$ cat src/rtl/rob_pkg.sv
package rob_pkg;
  typedef enum logic [1:0] {
    K_REG    = 2'b00,
    K_STORE  = 2'b01,
    K_BRANCH = 2'b10
  } rob_kind_e;
endpackage

$ cat src/rtl/rob_ptrs.sv
// Head and tail pointers carrying an extra wrap bit.
module rob_ptrs #(
  parameter int DEPTH = 8,
  localparam int IW = $clog2(DEPTH)
) (
  input  logic          clk,
  input  logic          rst,
  input  logic          push,
  input  logic          pop,
  input  logic          flush,
  output logic [IW-1:0] head_idx,
  output logic [IW-1:0] tail_idx,
  output logic          full,
  output logic          empty
);
  logic [IW:0] head_q, tail_q, head_n;

  always_comb head_n = head_q + (IW+1)'(pop);

  always_ff @(posedge clk) begin
    if (rst) begin
      head_q <= '0;
      tail_q <= '0;
    end else begin
      head_q <= head_n;
      tail_q <= flush ? head_n : tail_q + (IW+1)'(push);
    end
  end

  assign head_idx = head_q[IW-1:0];
  assign tail_idx = tail_q[IW-1:0];
  assign empty    = (head_q == tail_q);
  assign full     = (head_q[IW-1:0] == tail_q[IW-1:0]) && (head_q[IW] != tail_q[IW]);
endmodule

$ cat src/rtl/rob_store.sv
// Slot storage: RAM-style payload arrays plus flag vectors that can be reset.
module rob_store
  import rob_pkg::*;
#(
  parameter int DEPTH = 8,
  parameter int AW    = 16,
  parameter int DW    = 32,
  localparam int IW = $clog2(DEPTH)
) (
  input  logic          clk,
  input  logic          rst,
  input  logic          flush,
  input  logic          alloc_we,
  input  logic [IW-1:0] alloc_idx,
  input  rob_kind_e     alloc_kind,
  input  logic [AW-1:0] alloc_dest,
  input  logic          cmp_we,
  input  logic [IW-1:0] cmp_idx,
  input  logic [DW-1:0] cmp_val,
  input  logic          cmp_misp,
  input  logic          pop,
  input  logic [IW-1:0] head_idx,
  output logic          head_rdy,
  output rob_kind_e     head_kind,
  output logic [AW-1:0] head_dest,
  output logic [DW-1:0] head_val,
  output logic          head_misp,
  input  logic [IW-1:0] look_idx,
  output logic          look_rdy,
  output logic [DW-1:0] look_val
);
  rob_kind_e         kind_mem [DEPTH];
  logic [AW-1:0]     dest_mem [DEPTH];
  logic [DW-1:0]     val_mem  [DEPTH];
  logic [DEPTH-1:0]  vld_q, rdy_q, misp_q;

  // Payload arrays: write-enabled only, no reset, so they map onto distributed RAM.
  always_ff @(posedge clk) begin
    if (alloc_we) begin
      kind_mem[alloc_idx] <= alloc_kind;
      dest_mem[alloc_idx] <= alloc_dest;
    end
    if (cmp_we && vld_q[cmp_idx])
      val_mem[cmp_idx] <= cmp_val;
  end

  // Flags. Order of updates: completion, then retire, then allocation (last wins).
  always_ff @(posedge clk) begin
    if (rst || flush) begin
      vld_q  <= '0;
      rdy_q  <= '0;
      misp_q <= '0;
    end else begin
      for (int i = 0; i < DEPTH; i++) begin
        if (cmp_we && cmp_idx == IW'(i) && vld_q[i]) begin
          rdy_q[i]  <= 1'b1;
          misp_q[i] <= cmp_misp;
        end
        if (pop && head_idx == IW'(i)) begin
          vld_q[i] <= 1'b0;
          rdy_q[i] <= 1'b0;
        end
        if (alloc_we && alloc_idx == IW'(i)) begin
          vld_q[i]  <= 1'b1;
          rdy_q[i]  <= 1'b0;
          misp_q[i] <= 1'b0;
        end
      end
    end
  end

  assign head_rdy  = vld_q[head_idx] & rdy_q[head_idx];
  assign head_kind = kind_mem[head_idx];
  assign head_dest = dest_mem[head_idx];
  assign head_val  = val_mem[head_idx];
  assign head_misp = misp_q[head_idx];
  assign look_rdy  = vld_q[look_idx] & rdy_q[look_idx];
  assign look_val  = val_mem[look_idx];
endmodule

$ cat src/rtl/rob_rename.sv
// Architectural register -> pending slot map.
module rob_rename #(
  parameter int NREG  = 16,
  parameter int DEPTH = 8,
  localparam int RW = $clog2(NREG),
  localparam int IW = $clog2(DEPTH)
) (
  input  logic          clk,
  input  logic          rst,
  input  logic          flush,
  input  logic          set_we,
  input  logic [RW-1:0] set_reg,
  input  logic [IW-1:0] set_tag,
  input  logic          clr_we,
  input  logic [RW-1:0] clr_reg,
  input  logic [IW-1:0] clr_tag,
  input  logic [RW-1:0] q_reg,
  output logic          q_busy,
  output logic [IW-1:0] q_tag
);
  logic [NREG-1:0] map_vld;
  logic [IW-1:0]   map_tag [NREG];

  always_ff @(posedge clk) begin
    if (rst || flush) begin
      map_vld <= '0;
    end else begin
      // Clear only if the retiring slot is still the youngest writer.
      if (clr_we && map_vld[clr_reg] && map_tag[clr_reg] == clr_tag)
        map_vld[clr_reg] <= 1'b0;
      if (set_we)
        map_vld[set_reg] <= 1'b1;
    end
  end

  always_ff @(posedge clk) begin
    if (set_we) map_tag[set_reg] <= set_tag;
  end

  assign q_busy = map_vld[q_reg];
  assign q_tag  = map_tag[q_reg];
endmodule

$ cat src/rtl/rob_core.sv
module rob_core
  import rob_pkg::*;
#(
  parameter int DEPTH = 8,
  parameter int NREG  = 16,
  parameter int AW    = 16,
  parameter int DW    = 32,
  localparam int IW = $clog2(DEPTH),
  localparam int RW = $clog2(NREG)
) (
  input  logic          clk,
  input  logic          rst,
  input  logic          alloc_valid_i,
  input  logic [1:0]    alloc_kind_i,
  input  logic [AW-1:0] alloc_dest_i,
  output logic          alloc_ready_o,
  output logic [IW-1:0] alloc_tag_o,
  input  logic          cmp_valid_i,
  input  logic [IW-1:0] cmp_tag_i,
  input  logic [DW-1:0] cmp_value_i,
  input  logic          cmp_mispredict_i,
  input  logic [IW-1:0] look_tag_i,
  output logic          look_ready_o,
  output logic [DW-1:0] look_value_o,
  input  logic [RW-1:0] ren_reg_i,
  output logic          ren_busy_o,
  output logic [IW-1:0] ren_tag_o,
  output logic          reg_we_o,
  output logic [RW-1:0] reg_idx_o,
  output logic [DW-1:0] reg_data_o,
  output logic          st_valid_o,
  output logic [AW-1:0] st_addr_o,
  output logic [DW-1:0] st_data_o,
  output logic          flush_o,
  output logic          empty_o
);
  logic [IW-1:0] head_idx, tail_idx;
  logic          full, empty;
  logic          head_rdy, head_misp;
  rob_kind_e     head_kind, new_kind;
  logic [AW-1:0] head_dest;
  logic [DW-1:0] head_val;
  logic          retire, mispredict, push;

  assign new_kind   = rob_kind_e'(alloc_kind_i);
  assign retire     = !empty && head_rdy;
  assign mispredict = retire && head_kind == K_BRANCH && head_misp;
  // A full buffer may accept into the slot freed by this cycle's retire,
  // but nothing is accepted in a flush cycle.
  assign alloc_ready_o = (!full || retire) && !mispredict;
  assign push          = alloc_valid_i && alloc_ready_o;
  assign alloc_tag_o   = tail_idx;
  assign empty_o       = empty;

  rob_ptrs #(.DEPTH(DEPTH)) u_ptrs (
    .clk(clk), .rst(rst), .push(push), .pop(retire), .flush(mispredict),
    .head_idx(head_idx), .tail_idx(tail_idx), .full(full), .empty(empty)
  );

  rob_store #(.DEPTH(DEPTH), .AW(AW), .DW(DW)) u_store (
    .clk(clk), .rst(rst), .flush(mispredict),
    .alloc_we(push), .alloc_idx(tail_idx), .alloc_kind(new_kind), .alloc_dest(alloc_dest_i),
    .cmp_we(cmp_valid_i), .cmp_idx(cmp_tag_i), .cmp_val(cmp_value_i), .cmp_misp(cmp_mispredict_i),
    .pop(retire), .head_idx(head_idx),
    .head_rdy(head_rdy), .head_kind(head_kind), .head_dest(head_dest),
    .head_val(head_val), .head_misp(head_misp),
    .look_idx(look_tag_i), .look_rdy(look_ready_o), .look_val(look_value_o)
  );

  rob_rename #(.NREG(NREG), .DEPTH(DEPTH)) u_ren (
    .clk(clk), .rst(rst), .flush(mispredict),
    .set_we(push && new_kind == K_REG), .set_reg(alloc_dest_i[RW-1:0]), .set_tag(tail_idx),
    .clr_we(retire && head_kind == K_REG), .clr_reg(head_dest[RW-1:0]), .clr_tag(head_idx),
    .q_reg(ren_reg_i), .q_busy(ren_busy_o), .q_tag(ren_tag_o)
  );

  // Registered retire interface.
  always_ff @(posedge clk) begin
    if (rst) begin
      reg_we_o   <= 1'b0;
      st_valid_o <= 1'b0;
      flush_o    <= 1'b0;
      reg_idx_o  <= '0;
      reg_data_o <= '0;
      st_addr_o  <= '0;
      st_data_o  <= '0;
    end else begin
      reg_we_o   <= retire && head_kind == K_REG;
      st_valid_o <= retire && head_kind == K_STORE;
      flush_o    <= mispredict;
      if (retire) begin
        reg_idx_o  <= head_dest[RW-1:0];
        reg_data_o <= head_val;
        st_addr_o  <= head_dest;
        st_data_o  <= head_val;
      end
    end
  end
endmodule

$ cat config.mk
export PLATFORM = sky130hd
export DESIGN_NAME = rob_core
export DESIGN_NICKNAME = d
export VERILOG_FILES = /design/src/rtl/rob_pkg.sv /design/src/rtl/rob_ptrs.sv /design/src/rtl/rob_store.sv /design/src/rtl/rob_rename.sv /design/src/rtl/rob_core.sv
export SDC_FILE = /design/constraint.sdc
export NUM_CORES = 1
export LEC_CHECK = 0
export ABC_CLOCK_PERIOD_IN_PS = 5300
export CAP_MARGIN = 20
export CORE_MARGIN = 3
export CORE_UTILIZATION = 57
export CTS_CLUSTER_DIAMETER = 120
export CTS_CLUSTER_SIZE = 14
export DETAILED_ROUTE_END_ITERATION = 10
export DONT_BUFFER_PORTS = 1
export PLACE_DENSITY_LB_ADDON = 0.15
export SLEW_MARGIN = 30
export SYNTH_ARGS = -nofsm -noshare
export SYNTH_HDL_FRONTEND = slang
export SYNTH_SLANG_ARGS = --single-unit
$ cat constraint.sdc
create_clock -name clk -period 5.3 [get_ports clk]
set_clock_uncertainty 0.05 [all_clocks]
set_input_delay 1.06 -clock clk [delete_from_list [all_inputs] [get_ports clk]]
set_output_delay 1.06 -clock clk [all_outputs]
set_load 0.005 [all_outputs]
== Word level (Yosys, flattened, before mapping) ==
Memory sizes are Yosys's and may differ from the RTL's. A register that Yosys moved wholly into a read port is not among the register bits.
Index checks and enable logic that the tools add are counted.
W data, S select, Z words.

* Register bits after elaboration: 71
* Latch bits: 0
* RAM bits: 448
* ROM bits: 0
* Input port bits: 65
* Memories kept: 4

{| class="wikitable"
|+ Memory list
! memory !! depth !! bits a word !! rd ports !! clocked after memory_dff !! wr ports !! line !! RTL
|-
| u_store.val_mem || 8 || 32 || 2 || 1 || 1 || rob_store.sv:34 || <nowiki>logic [DW-1:0] val_mem [DEPTH];</nowiki>
|-
| u_store.dest_mem || 8 || 16 || 1 || 1 || 1 || rob_store.sv:33 || <nowiki>logic [AW-1:0] dest_mem [DEPTH];</nowiki>
|-
| u_ren.map_tag || 16 || 3 || 2 || 0 || 1 || rob_rename.sv:22 || <nowiki>logic [IW-1:0] map_tag [NREG];</nowiki>
|-
| u_store.kind_mem || 8 || 2 || 1 || 1 || 1 || rob_store.sv:32 || <nowiki>rob_kind_e kind_mem [DEPTH];</nowiki>
|}

* $add $sub $neg: 2
* $mul: 0
* Div/mod/pow operators: 0
* Magnitude comparators: 8
* Equal/unequal tests: 27
* Shift operators: 0
* Mux-type cells: 48
* Bitwise operators: 5
* Reduce and logical (&&, ||, !) cells: 80

{| class="wikitable"
|+ Operator list
! operator !! number
|-
| $mux W16 || 3
|-
| $logic_and A1 B1 Y1 || 46
|-
| $eq A3 B3 Y1 const B || 12
|-
| $mux W1 || 32
|-
| $reduce_or A3 Y1 || 8
|-
| $bmux W1 S3 || 6
|-
| $eq A3 B2 Y1 const B || 6
|-
| $and A16 B16 Y16 || 1
|-
| $not A16 Y16 || 1
|-
| $or A16 B16 Y16 || 1
|-
| $reduce_bool A2 Y1 || 8
|-
| $reduce_or A2 Y1 || 8
|-
| $lt A4 B5 Y1 const B || 3
|-
| $lt A3 B4 Y1 const B || 3
|-
| $eq A3 B1 Y1 const B || 3
|-
| $logic_not A3 Y1 || 3
|-
| $add A4 B1 Y4 || 2
|-
| $bmux W1 S4 || 2
|-
| $demux W1 S4 || 2
|-
| $ge A4 B1 Y1 const B || 2
|-
| $eq A3 B3 Y1 || 2
|-
| $mux W3 || 2
|-
| $eq A4 B4 Y1 || 1
|-
| $logic_not A2 Y1 || 2
|-
| 7 further kinds || 11
|}

== Logic depth before layout (Yosys ltp) ==
* Depth after elaboration: 12
* Depth in mapped cells: 15
* Gate-level depth less buffers: 10

== Modules after synthesis ==
Synthesis repeated with hierarchy kept, for this count alone.

* Cells, all modules: 1415
* Area total of the unflattened synthesis: 24293.3 µm²

{| class="wikitable"
|+ Modules (own cells, without submodules)
! module !! times used !! cells an instance !! area an instance (µm²) !! seq. area each (µm²)
|-
| rob_store || 1 || 853 || 18370.1 || 12492.0
|-
| rob_rename || 1 || 252 || 3392.0 || 1761.7
|-
| rob_core || 1 || 262 || 2070.7 || 1021.0
|-
| rob_ptrs || 1 || 48 || 460.4 || 160.2
|}

== Least setup slack after synthesis ==
Ideal clock, no wire load.

* Path type: in2reg
* Start point: in cmp_tag_i[0]
* End point: reg u_store.misp_q[2]
* Arrival time: 5.305 ns
* Required time: 5.133 ns
* Path slack: -0.172 ns
* Stages on the path: 4
* Path buffers: 1
* Cell sequence: clkbuf_1 > nor4b_1 > mux2i_1 > nor2_1

* Word-level cells in the longest chain between the ends: 3

{| class="wikitable"
|+ Ends and longest elaborated chain
! element !! line !! RTL
|-
| start, declared || rob_core.sv:19 || <nowiki>input logic [IW-1:0] cmp_tag_i,</nowiki>
|-
| $eq A3 B2 Y1 || rob_store.sv:55 || <nowiki>if (cmp_we && cmp_idx == IW'(i) && vld_q[i]) begin</nowiki>
|-
| $logic_and A1 B1 Y1 (2 in series) || rob_store.sv:55 ||
|-
| end signal, assigned by index || rob_store.sv:57 || <nowiki>misp_q[i] <= cmp_misp;</nowiki>
|-
| end, declared || rob_store.sv:35 || <nowiki>logic [DEPTH-1:0] vld_q, rdy_q, misp_q;</nowiki>
|}

No other way between the ends.
A chain may end at the register's enable or synchronous reset.

== Final worst setup path ==
* Start point: reg u_ptrs.head_q[1]
* End point: out alloc_ready_o

* Word-level cells in the longest chain between the ends: 8

{| class="wikitable"
|+ Ends and longest elaborated chain
! element !! line !! RTL
|-
| start, declared || rob_ptrs.sv:16 || <nowiki>logic [IW:0] head_q, tail_q, head_n;</nowiki>
|-
| start signal, assigned || rob_ptrs.sv:25 || <nowiki>head_q <= head_n;</nowiki>
|-
| $bmux W1 S3 || rob_store.sv:72 || <nowiki>assign head_rdy = vld_q[head_idx] & rdy_q[head_idx];</nowiki>
|-
| $mux W1 (implied by the code) || rob_store.sv:72 ||
|-
| $and A1 B1 Y1 || rob_store.sv:72 ||
|-
| $logic_and A1 B1 Y1 || rob_core.sv:46 || <nowiki>assign retire = !empty && head_rdy;</nowiki>
|-
| $logic_and A1 B1 Y1 (2 in series) || rob_core.sv:47 || <nowiki>assign mispredict = retire && head_kind == K_BRANCH && head_misp;</nowiki>
|-
| $logic_not A1 Y1 || rob_core.sv:50 || <nowiki>assign alloc_ready_o = (!full || retire) && !mispredict;</nowiki>
|-
| $logic_and A1 B1 Y1 * || rob_core.sv:50 ||
|-
| end, declared || rob_core.sv:16 || <nowiki>output logic alloc_ready_o,</nowiki>
|}

Mark *: on every way between the ends. The rest lies on a longest branch, timed or not. The select of a mux whose other input is x is not followed.

==> flow_summary.yaml <==
run_status:
  outcome: "finished clean"
floorplan:
  start_util_pct: 58.1
  core_um2: 41100
  ios: 194
  fp.dieH_um: 211
  placementRows: 74
  dieArea_um2: 44400
  die_w_um: 211
placement:
  post-dp-hpwl_mm: 31.1
  gp_congestion: 0.832
  io_buffer_count: 0
  placed_cells: 1806
job:
  drv_cap: 0
global_route:
  track_usage_pct: 23.5
  grt-ovfl-total: 0
  antenna_found_initial: 1
  grt_max_degree: 74
  grt_pass1_wl_mm: 78.2
  grt_pass1_vias: 12500
timing:
  slew_violations: 0
  relSlewSlack_pct: 39.6
  fin_crit_sh_pct: 81.6
  period_needed_ns: 4.32
  setup_violations: 0
  hold_ws_ns: 0.429
  max_freq_ghz: 0.231
  grt_setup_unrepaired: "no"
  worst_slew_pin_slew_ns: 0.906
  finalHoldViolations: 0
  fin_tns_setup_ns: 0
worst_hold_path:
  whs_endpoint: "u_ren.map_vld[14]"
  min_path_cells: 2
  min-delay-start: "u_ren.map_vld[14]"
  hold_path_class: "reg2reg"
pwr:
  ir_drop_v: 0.000248
  power.switching_w: 0.00163
  power_leakage_nw: 7.60
  power_w: 0.00807
  pwr-share-comb_pct: 3.9
  power.internal_w: 0.00645
  clkPwrFrac_pct: 37.6
  seq_power_share_pct: 58.5
  swShare_pct: 20.1
  power_per_cell_area_nw_per_um2: 317
cells_and_area:
  fillCellCount: 3005
  layout_commonest_cell: "edfxtp_1"
  syn2layout_area_growth_pct: 6.56
  drive_gt1_share_pct: 24.7
  instances_no_fill: 1886
  mostFrequentLayoutCells: "448 x edfxtp_1, 193 x mux4_2, 96 x dfxtp_1"
  fin_util_pct: 61.9
  fin_nets: 1390
synthesis:
  synth_top_area_cell: "edfxtp_1"
  synth_seq_area_share_pct: 64.6
  synth-edff-count: 448
  yosysUniqueCellTypes: 58
  synth_ff_type: "edfxtp_1"
  synth_top_area_share_pct: 56.3
  synth_area_leaders: "edfxtp_1 56%, mux4_2 18%, dfxtp_1 8.3%"
  synthesis.instances: 1373
  syn-cell-area_um2: 23900
  postSynthRegisterBits: 547
  syn_nets: 1442
  ys_warn_count: 0
  synthArstFlopShare_pct: 0
  syn_area_per_cell_um2: 17.4
clocking:
  cts-hold-fix-buffers: 0
  clockBufferDepth: 3
  postCtsSetupBuffers: 0
  cts_tree: "yes"
  clk_pin_slew_ns: 0.07
  clk_latency_ns: 0.57
  cts.sinks: 547
  numCtsBuffers: 45
  postCtsResizedCells: 0
  h-tree-depth: 2
  cts_root_buf: "clkbuf_16"
worst_setup_path:
  crit_type: "reg2out"
  r2r-start: "u_ptrs.head_q[1]"
  worst-path-max-fanout: 52
  reg2reg_slack_ns: 1.05
  r2r-end: "u_store.dest_mem[1][13]"
  critPathCaptureType: "primary output"
  crit_arrival_ns: 3.21
  ff2ff_path_depth: 9
  crit_required_ns: 4.19
  cp-start-kind: "flip-flop"
drt:
  routed_wl_mm: 52.1
  ant_nets: 0
  via_per_inst: 6.59
  wl_per_cell_um: 27.6
  drc_errors: 0
  drtIter0Drc: 978
  vias: 12400
  dr.pass1.iters: 6
[per-stage QoR]
stage	setup slack (ns)	instance area, µm²
final	0.976	25500
after global routing	0.765	25500
after detailed placement	1.28	24200
after global placement	1.39	24200
after floorplan	0.833	23900
after CTS	0.933	25500
[layer usage]
metal | part of all wire, % | track usage (%) | vias to the layer above
met5 | 0 | 0 | -
met4 | 2.0 | 6.19 | 0
met3 | 8.0 | 5.85 | 71
met2 | 49 | 37.9 | 443
met1 | 41 | 32.9 | 6502
li1 | - | - | 5420
[power groups by stage]
stage	Sequential, W	Clock (W)	Combinational, W
floorplan	0.00481	0	0.000281
global placement	0.00481	0	0.000313
detailed placement	0.00482	0	0.000318
CTS	0.00472	0.00311	0.000320
global route	0.00472	0.00328	0.000340
finish	0.00472	0.00303	0.000318
[cell usage after synthesis (15+ instances only)]
library cell,number
a211oi_1,46
a21oi_1,15
buf_1,20
buf_2,16
buf_4,40
clkbuf_1,48
dfxtp_1,99
edfxtp_1,448
mux2_2,37
mux2i_1,77
mux4_2,193
nand2_1,63
nand3_1,19
nor2_1,97
nor3_1,18
[worst max path at each step]
stage	to	slack, ns	cells past startpoint	startpoint
finish	alloc_ready_o	0.98	7	u_ptrs.head_q[1]
global placement	u_store.dest_mem[1][7]	1.39	8	u_ptrs.head_q[1]
CTS	alloc_ready_o	0.93	7	u_ptrs.head_q[1]
global route	u_store.dest_mem[1][9]	0.76	8	u_ptrs.head_q[1]
floorplan	u_store.misp_q[4]	0.83	4	cmp_tag_i[0]
detailed placement	u_ren.map_vld[5]	1.28	9	u_ptrs.head_q[2]
[logic make-up (layout without fill, tap and decap cells)]
family / after synthesis / in the layout / share of synthesized area [%]
fa+ha+maj: 4 / 4 / 0.209
mux: 312 / 312 / 23.5
compound gates: 123 / 123 / 3.67
other cells: 0 / 1 / 0
simple gates: 240 / 240 / 4.65
buf+inv: 137 / 117 / 3.02
flops: 547 / 547 / 64.6
xor+xnor: 10 / 10 / 0.367
[critical path, stage by stage, from the launching register on]
cell	delay, ns
dfxtp_4	0.87
buf_4	0.45
nand2_1	0.16
o22ai_1	0.22
o31ai_1	0.17
a21oi_4	0.19
buf_4	0.30
o31a_1	0.23
[final cells by class]
class | count | area, µm² | share of cell area [%]
Antenna cell | 1 | 2.50 | 0.00983
Clock buffer | 78 | 1250 | 4.91
Clock inverter | 1 | 16.3 | 0.0639
Inverter | 8 | 30.0 | 0.118
Multi-Input combinational cell | 689 | 7820 | 30.7
Sequential cell | 547 | 15400 | 60.7
Tap cell | 532 | 666 | 2.61
Timing Repair Buffer | 30 | 225 | 0.885
[state kept, by name, indices dropped and copies added, names as in the netlist, 3 cells and up]
register          cells
u_store.rdy_q         8
u_store.kind_mem     16
u_store.dest_mem    128
st_data_o            32
u_store.vld_q         8
u_store.misp_q        8
u_store.val_mem     256
st_addr_o            13
u_ptrs.head_q         4
u_ren.map_vld        16
u_ren.map_tag        48
u_ptrs.tail_q         4
reg_idx_o             3
(Power assumes the default switching activity.)
